$ cat src/rtl/edo_ctrl_pkg.sv
package edo_ctrl_pkg;

  typedef enum logic [3:0] {
    S_IDLE,   // row strobe high, precharged
    S_ROW,    // row strobe low, waiting before column phase
    S_SETUP,  // column address and write enable set up
    S_CASLO,  // column strobe low
    S_CASHI,  // column strobe high, EDO data captured
    S_PAGE,   // row open, waiting for next request
    S_CLOSE,  // waiting for minimum row-low time
    S_PRE,    // row precharge
    S_RCSR,   // refresh: column strobe low, row strobe high
    S_RRAS    // refresh: both strobes low
  } seq_state_t;

  function automatic int max_of(input int a, input int b);
    return (a > b) ? a : b;
  endfunction

endpackage

$ cat src/rtl/edo_refresh_timer.sv
module edo_refresh_timer #(
  parameter int TICKS = 1562
) (
  input  logic clk,
  input  logic rst_n,
  input  logic ack_i,
  output logic pend_o
);
  localparam int CW = $clog2(TICKS + 1);

  logic [CW-1:0] cnt;
  logic          expire;

  assign expire = (cnt == '0);

  always_ff @(posedge clk or negedge rst_n) begin
    if (!rst_n) begin
      cnt    <= CW'(TICKS - 1);
      pend_o <= 1'b0;
    end else begin
      cnt    <= expire ? CW'(TICKS - 1) : cnt - 1'b1;
      pend_o <= expire | (pend_o & ~ack_i);
    end
  end
endmodule

$ cat src/rtl/edo_page_tracker.sv
module edo_page_tracker #(
  parameter int ROW_W     = 8,
  parameter int MAX_BURST = 256,
  parameter int T_RAS     = 6
) (
  input  logic             clk,
  input  logic             rst_n,
  input  logic             open_i,
  input  logic [ROW_W-1:0] row_i,
  input  logic             close_i,
  input  logic             col_i,
  input  logic [ROW_W-1:0] cmp_row_i,
  output logic             hit_o,
  output logic             full_o,
  output logic             ras_ok_o
);
  localparam int BW = $clog2(MAX_BURST + 1);
  localparam int RW = $clog2(T_RAS + 1);

  logic [ROW_W-1:0] open_row;
  logic             row_valid;
  logic [BW-1:0]    burst_cnt;
  logic [RW-1:0]    ras_cnt;

  assign hit_o    = row_valid && (cmp_row_i == open_row);
  assign full_o   = (burst_cnt >= BW'(MAX_BURST));
  assign ras_ok_o = (ras_cnt >= RW'(T_RAS));

  always_ff @(posedge clk or negedge rst_n) begin
    if (!rst_n) begin
      open_row  <= '0;
      row_valid <= 1'b0;
      burst_cnt <= '0;
      ras_cnt   <= '0;
    end else begin
      if (open_i) begin
        open_row  <= row_i;
        row_valid <= 1'b1;
        burst_cnt <= '0;
        ras_cnt   <= RW'(1);
      end else begin
        if (close_i) row_valid <= 1'b0;
        if (col_i && !full_o) burst_cnt <= burst_cnt + 1'b1;
        if (row_valid && !ras_ok_o) ras_cnt <= ras_cnt + 1'b1;
      end
    end
  end
endmodule

$ cat src/rtl/edo_sequencer.sv
module edo_sequencer
  import edo_ctrl_pkg::*;
#(
  parameter int ROW_W = 8,
  parameter int COL_W = 9,
  parameter int DW    = 16,
  parameter int T_RCD = 2,
  parameter int T_CAS = 2,
  parameter int T_CP  = 1,
  parameter int T_RAS = 6,
  parameter int T_RP  = 3,
  parameter int T_CSR = 1
) (
  input  logic                             clk,
  input  logic                             rst_n,
  input  logic                             req_valid,
  input  logic                             req_write,
  input  logic [ROW_W-1:0]                 req_row,
  input  logic [COL_W-1:0]                 req_col,
  input  logic [DW-1:0]                    req_wdata,
  output logic                             req_ready,
  input  logic                             ref_pend,
  output logic                             ref_ack,
  input  logic                             hit,
  input  logic                             full,
  input  logic                             ras_ok,
  output logic                             trk_open,
  output logic                             trk_close,
  output logic                             trk_col,
  output logic [max_of(ROW_W,COL_W)-1:0]   pin_addr,
  output logic                             ras_n,
  output logic                             cas_n,
  output logic                             we_n,
  output logic                             oe_n,
  output logic [DW-1:0]                    dq_out,
  output logic                             dq_oe,
  input  logic [DW-1:0]                    dq_in,
  output logic [DW-1:0]                    rd_data,
  output logic                             rd_valid
);
  localparam int PA_W = max_of(ROW_W, COL_W);
  localparam int TMAX = max_of(max_of(max_of(T_RCD, T_CAS), max_of(T_CP, T_RAS)),
                               max_of(T_RP, T_CSR));
  localparam int CW   = $clog2(TMAX + 1);

  seq_state_t       state;
  logic [CW-1:0]    cnt;
  logic             wr_q;
  logic [COL_W-1:0] col_q;
  logic             cap;
  logic             cnt_done;

  assign cnt_done  = (cnt == '0);
  assign req_ready = !ref_pend &&
                     ((state == S_IDLE) || ((state == S_PAGE) && hit && !full));
  assign ref_ack   = (state == S_IDLE) && ref_pend;
  assign trk_open  = (state == S_IDLE) && !ref_pend && req_valid;
  assign trk_close = (state == S_CLOSE) && ras_ok;
  assign trk_col   = (state == S_SETUP);

  always_ff @(posedge clk or negedge rst_n) begin
    if (!rst_n) begin
      state    <= S_IDLE;
      cnt      <= '0;
      ras_n    <= 1'b1;
      cas_n    <= 1'b1;
      we_n     <= 1'b1;
      oe_n     <= 1'b1;
      dq_oe    <= 1'b0;
      dq_out   <= '0;
      pin_addr <= '0;
      wr_q     <= 1'b0;
      col_q    <= '0;
      cap      <= 1'b0;
      rd_valid <= 1'b0;
      rd_data  <= '0;
    end else begin
      rd_valid <= 1'b0;
      cap      <= 1'b0;
      if (cap) begin
        rd_valid <= 1'b1;
        rd_data  <= dq_in;
      end
      unique case (state)
        S_IDLE: begin
          if (ref_pend) begin
            cas_n <= 1'b0;
            cnt   <= CW'(T_CSR - 1);
            state <= S_RCSR;
          end else if (req_valid) begin
            ras_n    <= 1'b0;
            pin_addr <= PA_W'(req_row);
            wr_q     <= req_write;
            col_q    <= req_col;
            dq_out   <= req_wdata;
            cnt      <= CW'(T_RCD - 2);
            state    <= S_ROW;
          end
        end
        S_ROW: begin
          if (cnt_done) begin
            pin_addr <= PA_W'(col_q);
            we_n     <= ~wr_q;
            oe_n     <= wr_q;
            dq_oe    <= wr_q;
            state    <= S_SETUP;
          end else begin
            cnt <= cnt - 1'b1;
          end
        end
        S_SETUP: begin
          cas_n <= 1'b0;
          cnt   <= CW'(T_CAS - 1);
          state <= S_CASLO;
        end
        S_CASLO: begin
          if (cnt_done) begin
            cas_n <= 1'b1;
            we_n  <= 1'b1;
            dq_oe <= 1'b0;
            cap   <= ~wr_q;
            cnt   <= CW'(T_CP - 1);
            state <= S_CASHI;
          end else begin
            cnt <= cnt - 1'b1;
          end
        end
        S_CASHI: begin
          if (cnt_done) state <= S_PAGE;
          else          cnt   <= cnt - 1'b1;
        end
        S_PAGE: begin
          if (ref_pend || full) begin
            state <= S_CLOSE;
          end else if (req_valid) begin
            if (hit) begin
              pin_addr <= PA_W'(req_col);
              wr_q     <= req_write;
              we_n     <= ~req_write;
              oe_n     <= req_write;
              dq_oe    <= req_write;
              dq_out   <= req_wdata;
              state    <= S_SETUP;
            end else begin
              state <= S_CLOSE;
            end
          end
        end
        S_CLOSE: begin
          if (ras_ok) begin
            ras_n <= 1'b1;
            oe_n  <= 1'b1;
            cnt   <= CW'(T_RP - 1);
            state <= S_PRE;
          end
        end
        S_PRE: begin
          if (cnt_done) state <= S_IDLE;
          else          cnt   <= cnt - 1'b1;
        end
        S_RCSR: begin
          if (cnt_done) begin
            ras_n <= 1'b0;
            cnt   <= CW'(T_RAS - 1);
            state <= S_RRAS;
          end else begin
            cnt <= cnt - 1'b1;
          end
        end
        S_RRAS: begin
          if (cnt_done) begin
            ras_n <= 1'b1;
            cas_n <= 1'b1;
            cnt   <= CW'(T_RP - 1);
            state <= S_PRE;
          end else begin
            cnt <= cnt - 1'b1;
          end
        end
        default: state <= S_IDLE;
      endcase
    end
  end
endmodule

$ cat src/rtl/edo_dram_ctrl.sv
module edo_dram_ctrl #(
  parameter int DW            = 16,
  parameter int ROW_W         = 8,
  parameter int COL_W         = 9,
  parameter int T_RCD         = 2,
  parameter int T_CAS         = 2,
  parameter int T_CP          = 1,
  parameter int T_RAS         = 6,
  parameter int T_RP          = 3,
  parameter int T_CSR         = 1,
  parameter int CLK_MHZ       = 100,
  parameter int REF_WINDOW_US = 8000,
  parameter int REF_ROWS      = 512,
  parameter int REF_TICKS     = REF_WINDOW_US * CLK_MHZ / REF_ROWS,
  parameter int MAX_BURST     = 256
) (
  input  logic                                   clk,
  input  logic                                   rst_n,
  input  logic                                   req_valid,
  output logic                                   req_ready,
  input  logic                                   req_write,
  input  logic [ROW_W+COL_W-1:0]                 req_addr,
  input  logic [DW-1:0]                          req_wdata,
  output logic                                   rd_valid,
  output logic [DW-1:0]                          rd_data,
  output logic [((ROW_W>COL_W)?ROW_W:COL_W)-1:0] dram_addr,
  output logic                                   dram_ras_n,
  output logic                                   dram_cas_n,
  output logic                                   dram_we_n,
  output logic                                   dram_oe_n,
  output logic [DW-1:0]                          dram_dq_out,
  output logic                                   dram_dq_oe,
  input  logic [DW-1:0]                          dram_dq_in
);
  localparam int AW = ROW_W + COL_W;

  logic             ref_pend;
  logic             ref_ack;
  logic             hit;
  logic             full;
  logic             ras_ok;
  logic             trk_open;
  logic             trk_close;
  logic             trk_col;
  logic [ROW_W-1:0] req_row;
  logic [COL_W-1:0] req_col;

  assign req_row = req_addr[AW-1:COL_W];
  assign req_col = req_addr[COL_W-1:0];

  edo_refresh_timer #(.TICKS(REF_TICKS)) u_timer (
    .clk    (clk),
    .rst_n  (rst_n),
    .ack_i  (ref_ack),
    .pend_o (ref_pend)
  );

  edo_page_tracker #(
    .ROW_W(ROW_W), .MAX_BURST(MAX_BURST), .T_RAS(T_RAS)
  ) u_track (
    .clk       (clk),
    .rst_n     (rst_n),
    .open_i    (trk_open),
    .row_i     (req_row),
    .close_i   (trk_close),
    .col_i     (trk_col),
    .cmp_row_i (req_row),
    .hit_o     (hit),
    .full_o    (full),
    .ras_ok_o  (ras_ok)
  );

  edo_sequencer #(
    .ROW_W(ROW_W), .COL_W(COL_W), .DW(DW),
    .T_RCD(T_RCD), .T_CAS(T_CAS), .T_CP(T_CP),
    .T_RAS(T_RAS), .T_RP(T_RP), .T_CSR(T_CSR)
  ) u_seq (
    .clk       (clk),
    .rst_n     (rst_n),
    .req_valid (req_valid),
    .req_write (req_write),
    .req_row   (req_row),
    .req_col   (req_col),
    .req_wdata (req_wdata),
    .req_ready (req_ready),
    .ref_pend  (ref_pend),
    .ref_ack   (ref_ack),
    .hit       (hit),
    .full      (full),
    .ras_ok    (ras_ok),
    .trk_open  (trk_open),
    .trk_close (trk_close),
    .trk_col   (trk_col),
    .pin_addr  (dram_addr),
    .ras_n     (dram_ras_n),
    .cas_n     (dram_cas_n),
    .we_n      (dram_we_n),
    .oe_n      (dram_oe_n),
    .dq_out    (dram_dq_out),
    .dq_oe     (dram_dq_oe),
    .dq_in     (dram_dq_in),
    .rd_data   (rd_data),
    .rd_valid  (rd_valid)
  );
endmodule

$ cat config.mk
export PLATFORM = sky130hd
export DESIGN_NAME = edo_dram_ctrl
export DESIGN_NICKNAME = d
export VERILOG_FILES = /design/src/rtl/edo_ctrl_pkg.sv /design/src/rtl/edo_refresh_timer.sv /design/src/rtl/edo_page_tracker.sv /design/src/rtl/edo_sequencer.sv /design/src/rtl/edo_dram_ctrl.sv
export SDC_FILE = /design/constraint.sdc
export NUM_CORES = 1
export LEC_CHECK = 0
export ABC_CLOCK_PERIOD_IN_PS = 2200
export BUFFER_PORTS_ARGS = -buffer_cell sky130_fd_sc_hd__buf_4
export CAP_MARGIN = 20
export CELL_PAD_IN_SITES_DETAIL_PLACEMENT = 1
export CELL_PAD_IN_SITES_GLOBAL_PLACEMENT = 1
export CORE_MARGIN = 2
export CORE_UTILIZATION = 40
export CTS_CLUSTER_DIAMETER = 30
export DETAILED_ROUTE_END_ITERATION = 7
export PLACE_DENSITY_LB_ADDON = 0.1
export SYNTH_ARGS = -nofsm -noshare
export SYNTH_HDL_FRONTEND = slang
export SYNTH_HIERARCHICAL = 1
export SYNTH_SLANG_ARGS = --single-unit
export TNS_END_PERCENT = 1
$ cat constraint.sdc
create_clock -name clk -period 2.2 [get_ports clk]
set_input_delay 0.22 -clock clk [delete_from_list [all_inputs] [get_ports clk]]
set_output_delay 0.22 -clock clk [all_outputs]
set_load 0.005 [all_outputs]
**Yosys cells after proc, flatten, opt, wreduce, memory -nomap -nowiden**

Cells that the tools add are included.

- Bitwise logic cells: 6
- $lt $le $gt $ge: 2
- Muxes and demuxes: 66
- Reduce and logical (&&, ||, !) cells: 39
- Equal/unequal tests: 27
- Add/subtract/negate cells: 4

Operators by type and width:

| cell | count |
|---|---|
| 2-to-1 mux 16 bit | 5 |
| 2-to-1 mux 9 bit | 8 |
| 2-to-1 mux 4 bit | 11 |
| case mux 4 bit (10 select lines) | 1 |
| case mux 16 bit (2 select lines) | 1 |
| 2-to-1 mux 3 bit | 10 |
| case mux 9 bit (3 select lines) | 1 |
| AND reduction 6 bit | 4 |
| 2-to-1 mux 1 bit | 21 |
| case mux 3 bit (7 select lines) | 1 |
| inequality test 2 x 1 -> 1 bit, second input constant | 9 |
| equality test 4 x 3 -> 1 bit, second input constant | 4 |
| inequality test 2 bit, second input constant | 6 |
| case mux 1 bit (3 select lines) | 4 |
| nonzero test 3 bit | 4 |
| zero test 11 bit | 1 |
| 2-to-1 mux 11 bit | 1 |
| subtractor 11 x 1 -> 11 bit, second input constant | 1 |
| logical AND 1 bit | 10 |
| adder 9 x 1 -> 9 bit, second input constant | 1 |
| >= comparator 9 bit, second input constant | 1 |
| AND reduction 9 bit | 1 |
| equality test 4 x 2 -> 1 bit, second input constant | 2 |
| equality test 4 bit, second input constant | 2 |
| 23 further kinds | 34 |

- Input port bits: 53
- Register bits after elaboration: 98

**Depth between registers and ports, before layout**

- Depth after elaboration: 6
- Depth in mapped cells: 8
- Depth with buffers taken out: 7

**Hierarchy**

The synthesis kept the hierarchy.

By module, submodules not included:

| module | instances | cells each | area an instance (sq um) |
|---|---|---|---|
| edo_sequencer | 1 | 311 | 3567.2 |
| edo_page_tracker | 1 | 94 | 1042.2 |
| edo_refresh_timer | 1 | 58 | 616.8 |

**Worst setup path before layout**

Ideal clock, no wire load.

- Path type: register -> register
- Start: register u_track.open_row[7]
- End: register u_seq.pin_addr[8]
- Cell stages (with the launch flop): 9
- Buffers on the path: 1
- Arrival: 2.218 ns
- Path slack: -0.143 ns
- Path through: dfrtp_1 -> xnor2_1 -> nand3_1 -> nor4_1 -> and4bb_4 -> o22ai_4 -> a2111oi_4 -> buf_6 -> mux2_4

- Cells in the longest elaborated chain, start to end: 4

Ends and longest elaborated chain:

| item | RTL line | RTL |
|---|---|---|
| start, declared | edo_page_tracker.sv:20 | `logic [ROW_W-1:0] open_row;` |
| start signal, assigned | edo_page_tracker.sv:37 | `open_row <= row_i;` |
| equality test 8 bit | edo_page_tracker.sv:25 | `assign hit_o = row_valid && (cmp_row_i == open_row);` |
| logical AND 1 bit | edo_page_tracker.sv:25 |  |
| net hit | edo_dram_ctrl.sv:39 | `logic hit;` |
| inequality test 2 x 1 -> 1 bit (no line) | -- |  |
| AND reduction 7 bit (no line) | -- |  |
| end signal, assigned | edo_sequencer.sv:92 | `pin_addr <= PA_W'(req_row);` |
| end signal, assigned | edo_sequencer.sv:102 | `pin_addr <= PA_W'(col_q);` |
| end signal, assigned | edo_sequencer.sv:137 | `pin_addr <= PA_W'(req_col);` |
| end, declared | edo_sequencer.sv:30 | `output logic [max_of(ROW_W,COL_W)-1:0] pin_addr,` |

The timed path passes the listed nets, and every way through them passes these cells.
A chain may end at the register's enable or synchronous reset.

**Worst setup path after layout**

- Start: register u_track.open_row[7]
- End: register u_seq.pin_addr[6]

Same word-level chain as after synthesis.

==> impl_summary.md <==
Status
The flow ran to the end, but the final reports show violations. The checks that failed: setup timing.

Global route
The number of global-route vias before repair is 4668. In the global route stage, met3 resource usage came out at 5.45%. The first global-routing pass estimated 24000 microns of wire.

Entering global routing, the biggest net connects 99 pins. The met1 track utilization from global routing is 25.7%. The global route total overflow is 0. Across every metal layer, demand over resource in global routing totals 21.5%.

The number of antenna violations at the first check in global routing is 0. For this run, global-route usage on met2 was measured as 36.8%. The global routing's busiest layer is met2.

CTS
The number of sinks driven by the clock tree is 98. The H-tree generated during clock tree synthesis spans 3 levels. The root cell of the clock tree is clkbuf_16. The CTS tree is yes.

After clock tree synthesis, the clock-pin slew on the worst setup and hold paths is 0.07 ns. The clock passes through at most 2 buffers. The later pin in the worst-skew pair is clocked with a latency of 0.35 ns. The TritonCTS buffer count is 9.

Floorplan
The floorplan step defined a die boundary enclosing 14000 sq um. The die is 118 microns wide. The effective utilization at floorplan is 41.2%.

The die is 118 microns tall. 101 I/O pins were placed. The core outline area is 12700 sq um. In this run the core area contains 41 standard-cell rows.

Setup path
The largest fanout on the critical path is 8. The sort of element at the start of the critical path is a flop. The worst register-to-register path begins at u_track/open_row[7]. The critical path class is reg -> reg. The required time of the critical path is 2.47 ns. The worst reg-to-reg path cell count is 9.

The number of logic stages on the critical path including buffering is 9. The slowest stage of the critical path belongs to the cell a2111oi_4. The delay of the slowest critical-path stage is 0.41 ns. STA classifies the critical path endpoint as a flop.

The capturing instance or port of the critical path is u_seq/pin_addr[6]. The slack of the worst reg-to-reg path is -0.17 ns. The critical path starts at u_track/open_row[7]. The arrival time at the worst endpoint is 2.63 ns.

The critical path goes through xnor2_2 > nand3_2 > nor4_4 > buf_4 > and4bb_4 > o22ai_4 > a2111oi_4 > buf_6 > mux2i_1. The worst register-to-register path ends at u_seq/pin_addr[6]. The number of buffers and inverters on the critical path is 2.

The cell family contributing the most delay on the critical path is simple AND/OR/NAND/NOR gates.

Synthesis
The part of the Yosys area used for sequential elements is 47.1%. The count of unique library cells instantiated by Yosys is 81. A synthesized cell averages 11.3 sq um.

In this run, synthesis produced a sequential element count of 98. Summing every instance area after synthesis gives 5230 sq um. The main flop type after synthesis is dfrtp_1. The count of mapped cells out of synthesis is 463. The count of warnings emitted by yosys is 6. The async set-reset flop share out of synthesis is 100%. In this run, synthesis inferred 0 flip-flops with an integrated enable. When the netlist entered floorplanning its net count stood at 523.

Power and ir drop
The completed layout was analyzed and its total power is 8.91 mW. Of the total power, the share spent switching nets is 36.0%. The total power divided by cell area is 1320 nW/um^2. The clock network accounts for 19.1% of the total power. Sequential cells burn 35.4% of the power.

VDD sags by at most 0.660 mV. The analysis attributes to cell leakage a power of 3.06 nW. In this run, the combinational gates consume 45.5% of the power. Cell internal power was estimated by the tool at 5.70 mW.

The total net switching power is 3.21 mW.

Timing
The slew at the pin closest to its max-slew limit is 0.747 ns. The summed negative setup slack over all endpoints is -1.36 ns. The final count of negative-setup-slack endpoints is 11. The max-slew violation count is 0.

The final critical path takes up 108% of the cycle. Setup repair after global routing could not meet its margin everywhere. The max-slew headroom at the worst pin is 50.2%. The hold violation count in the final report came to 0. The highest achievable clock rate is 422 MHz. Once routing completed, OpenROAD measured the worst setup slack at -0.169 ns.

The worst clock skew is 0.00717 ns. The worst slack on hold paths is 0.0993 ns. The minimum period implied by the final worst setup slack is 2.37 ns.

Layout
The final layout net count is 644. At the end of the flow the core is filled with cells to 53.2%. The final-layout fill cell count is 1413. The area growth from synthesis to layout is 29.1%. The number of antenna diodes is 0. The post-route netlist has 40.9% of its cells at a drive strength greater than 1.

Detailed routing
The count of antenna-violating nets left after detailed routing is 0. The DRC marker count from the first detailed-route iteration is 214. The count of unresolved DRC violations after routing is 0. The via density per instance is 5.44. The total via count after detailed routing is 4138. The number of optimization iterations in the first detailed-route pass is 4. The detail-routed net length per standard cell is 18.7 microns. For this block, the routed nets add up to 14300 microns of wire.

Hold path
The worst hold path belongs to the class in -> reg.

Place
The number of port buffers is 100. The weighted congestion reported at the end of routability-driven placement is 0.832. OpenSTA, run right after detailed placement, puts the worst setup slack at -0.153 ns.

The post-detailed-placement half-perimeter wirelength is 9870 microns.

Flow run
The max-cap check violation count is 0.
-- layer usage --
metal / routed length (microns) / up-vias
met3: 683 / 22
met1: 6080 / 2094
li1: - / 1930
met4: 314 / 0
met2: 7170 / 92
met5: 0 / -
-- cell usage after synthesis, types with 3 or more instances --
master | n | share of area [%]
o21bai_1 | 3 | 0.43
or4_1 | 7 | 1.0
nor3_1 | 10 | 0.96
nor2_1 | 11 | 0.79
nand2b_1 | 7 | 0.84
mux2_2 | 43 | 9.3
o31ai_1 | 6 | 0.86
xnor2_1 | 13 | 2.2
dfstp_2 | 9 | 4.5
nor3b_1 | 5 | 0.72
buf_4 | 3 | 0.43
nor2b_1 | 6 | 0.72
nand3_1 | 5 | 0.48
or3_1 | 4 | 0.48
nor4_1 | 5 | 0.60
clkbuf_1 | 5 | 0.36
o22ai_1 | 3 | 0.36
a21oi_1 | 24 | 2.3
mux2_4 | 11 | 3.2
a31oi_1 | 9 | 1.1
nand2_1 | 20 | 1.4
buf_2 | 10 | 0.96
dfrtp_1 | 89 | 43
buf_6 | 5 | 1.1
ha_1 | 7 | 1.7
o21ai_0 | 23 | 2.2
mux2i_1 | 20 | 3.8
inv_1 | 29 | 2.1
o21a_1 | 3 | 0.43
-- per-stage QoR --
step | std cells | cell area (sq um)
5_1_grt | 761 | 6750
2_1_floorplan | 463 | 5230
3_3_place_gp | 743 | 6340
4_1_cts | 761 | 6710
6_report | 761 | 6750
3_5_place_dp | 743 | 6340
-- what timing repair did --
| item | in CTS | in global routing |
|---|---|---|
| pin swaps | 4 | 2 |
| resized for setup | 8 | 5 |
| endpoints found under the setup margin | 28 | 31 |
| hold buffers | 1 | 0 |
| gates cloned | 0 | 0 |
| setup buffers | 1 | 0 |
| endpoints found under the hold margin | 89 | 0 |
-- cells in the final DEF (no fill, tap or decap), types with 4 or more instances in the layout --
master	netlist	routed
ha_1	7	7
mux2_4	11	12
mux2_2	43	42
nand2_1	20	20
inv_1	29	29
nor4_1	5	4
or4_1	7	6
a21oi_1	24	22
xnor2_1	13	11
dfrtp_1	89	89
dfstp_2	9	9
nor3b_1	5	5
o21ai_0	23	23
a31oi_1	9	9
nor2_1	11	11
mux2i_1	20	20
nand2b_1	7	7
o31ai_1	6	6
nand3_1	5	4
clkbuf_16	0	9
buf_4	3	130
or3_1	4	4
nor2b_1	6	6
nor3_1	10	10
buf_12	0	4
-- worst min-delay path by stage --
| stage | start | end | slack, ns | depth (start not counted) |
|---|---|---|---|---|
| 3_5_place_dp | rst_n | u_seq/state[0] | 0.33 | 2 |
| 5_1_grt | dram_dq_in[7] | u_seq/rd_data[7] | 0.09 | 2 |
| 3_3_place_gp | rst_n | u_seq/state[0] | 0.33 | 2 |
| 2_1_floorplan | rst_n | u_seq/cap | -0.08 | 0 |
| 6_report | req_wdata[6] | u_seq/dq_out[6] | 0.1 | 2 |
| 4_1_cts | req_wdata[6] | u_seq/dq_out[6] | 0.08 | 2 |
-- cell type report --
class / count / area, sq um / area share, %
Multi-Input combinational cell: 309 / 2560 / 37.9
Timing Repair Buffer: 136 / 1080 / 16.0
Inverter: 30 / 113 / 1.67
Sequential cell: 98 / 2460 / 36.5
Clock inverter: 6 / 88.8 / 1.32
Clock buffer: 10 / 229 / 3.39
Tap cell: 172 / 215 / 3.19
-- power groups by stage --
stage | sequential, mW | combinational (mW) | clock [mW]
after CTS | 3.16 | 4.03 | 1.76
after global placement | 3.12 | 3.78 | 0
after global routing | 3.26 | 4.44 | 1.82
after floorplan | 3.03 | 2.51 | 0
final | 3.15 | 4.05 | 1.70
after detailed placement | 3.16 | 3.92 | 0
-- worst reg2reg max path, delay by kind of cell (launching register included) --
family                 cells  cell delay (ns)
AO/OA/AOI/OAI              2             0.49
XOR/XNOR                   1             0.16
buffers and inverters      2             0.36
flip-flops                 1             0.40
multiplexers               1             0.21
AND/OR/NAND/NOR            3             0.65
-- registers in the layout, indices dropped and copies added (netlist names), 3 cells and up --
| signal | count |
|---|---|
| u_seq/dq_out | 16 |
| u_seq/rd_data | 16 |
| u_timer/cnt | 11 |
| u_seq/col_q | 9 |
| u_seq/pin_addr | 9 |
| u_track/burst_cnt | 9 |
| u_track/open_row | 8 |
| u_seq/state | 4 |
| u_seq/cnt | 3 |
| u_track/ras_cnt | 3 |
-- cell families (layout without fill, tap and decap cells) --
group | Yosys count | count (layout) | share of synthesized area, %
AOI/OAI and AO/OA | 111 | 111 | 15.0
xor gates and xnor gates | 15 | 15 | 2.51
muxes | 74 | 74 | 16.3
and+or+nand+nor | 102 | 102 | 12.1
buffers and inverters | 56 | 182 | 5.24
adders and majority gates | 7 | 7 | 1.68
DFF | 98 | 98 | 47.1
No activity file was read; power rests on OpenSTA's default activity.
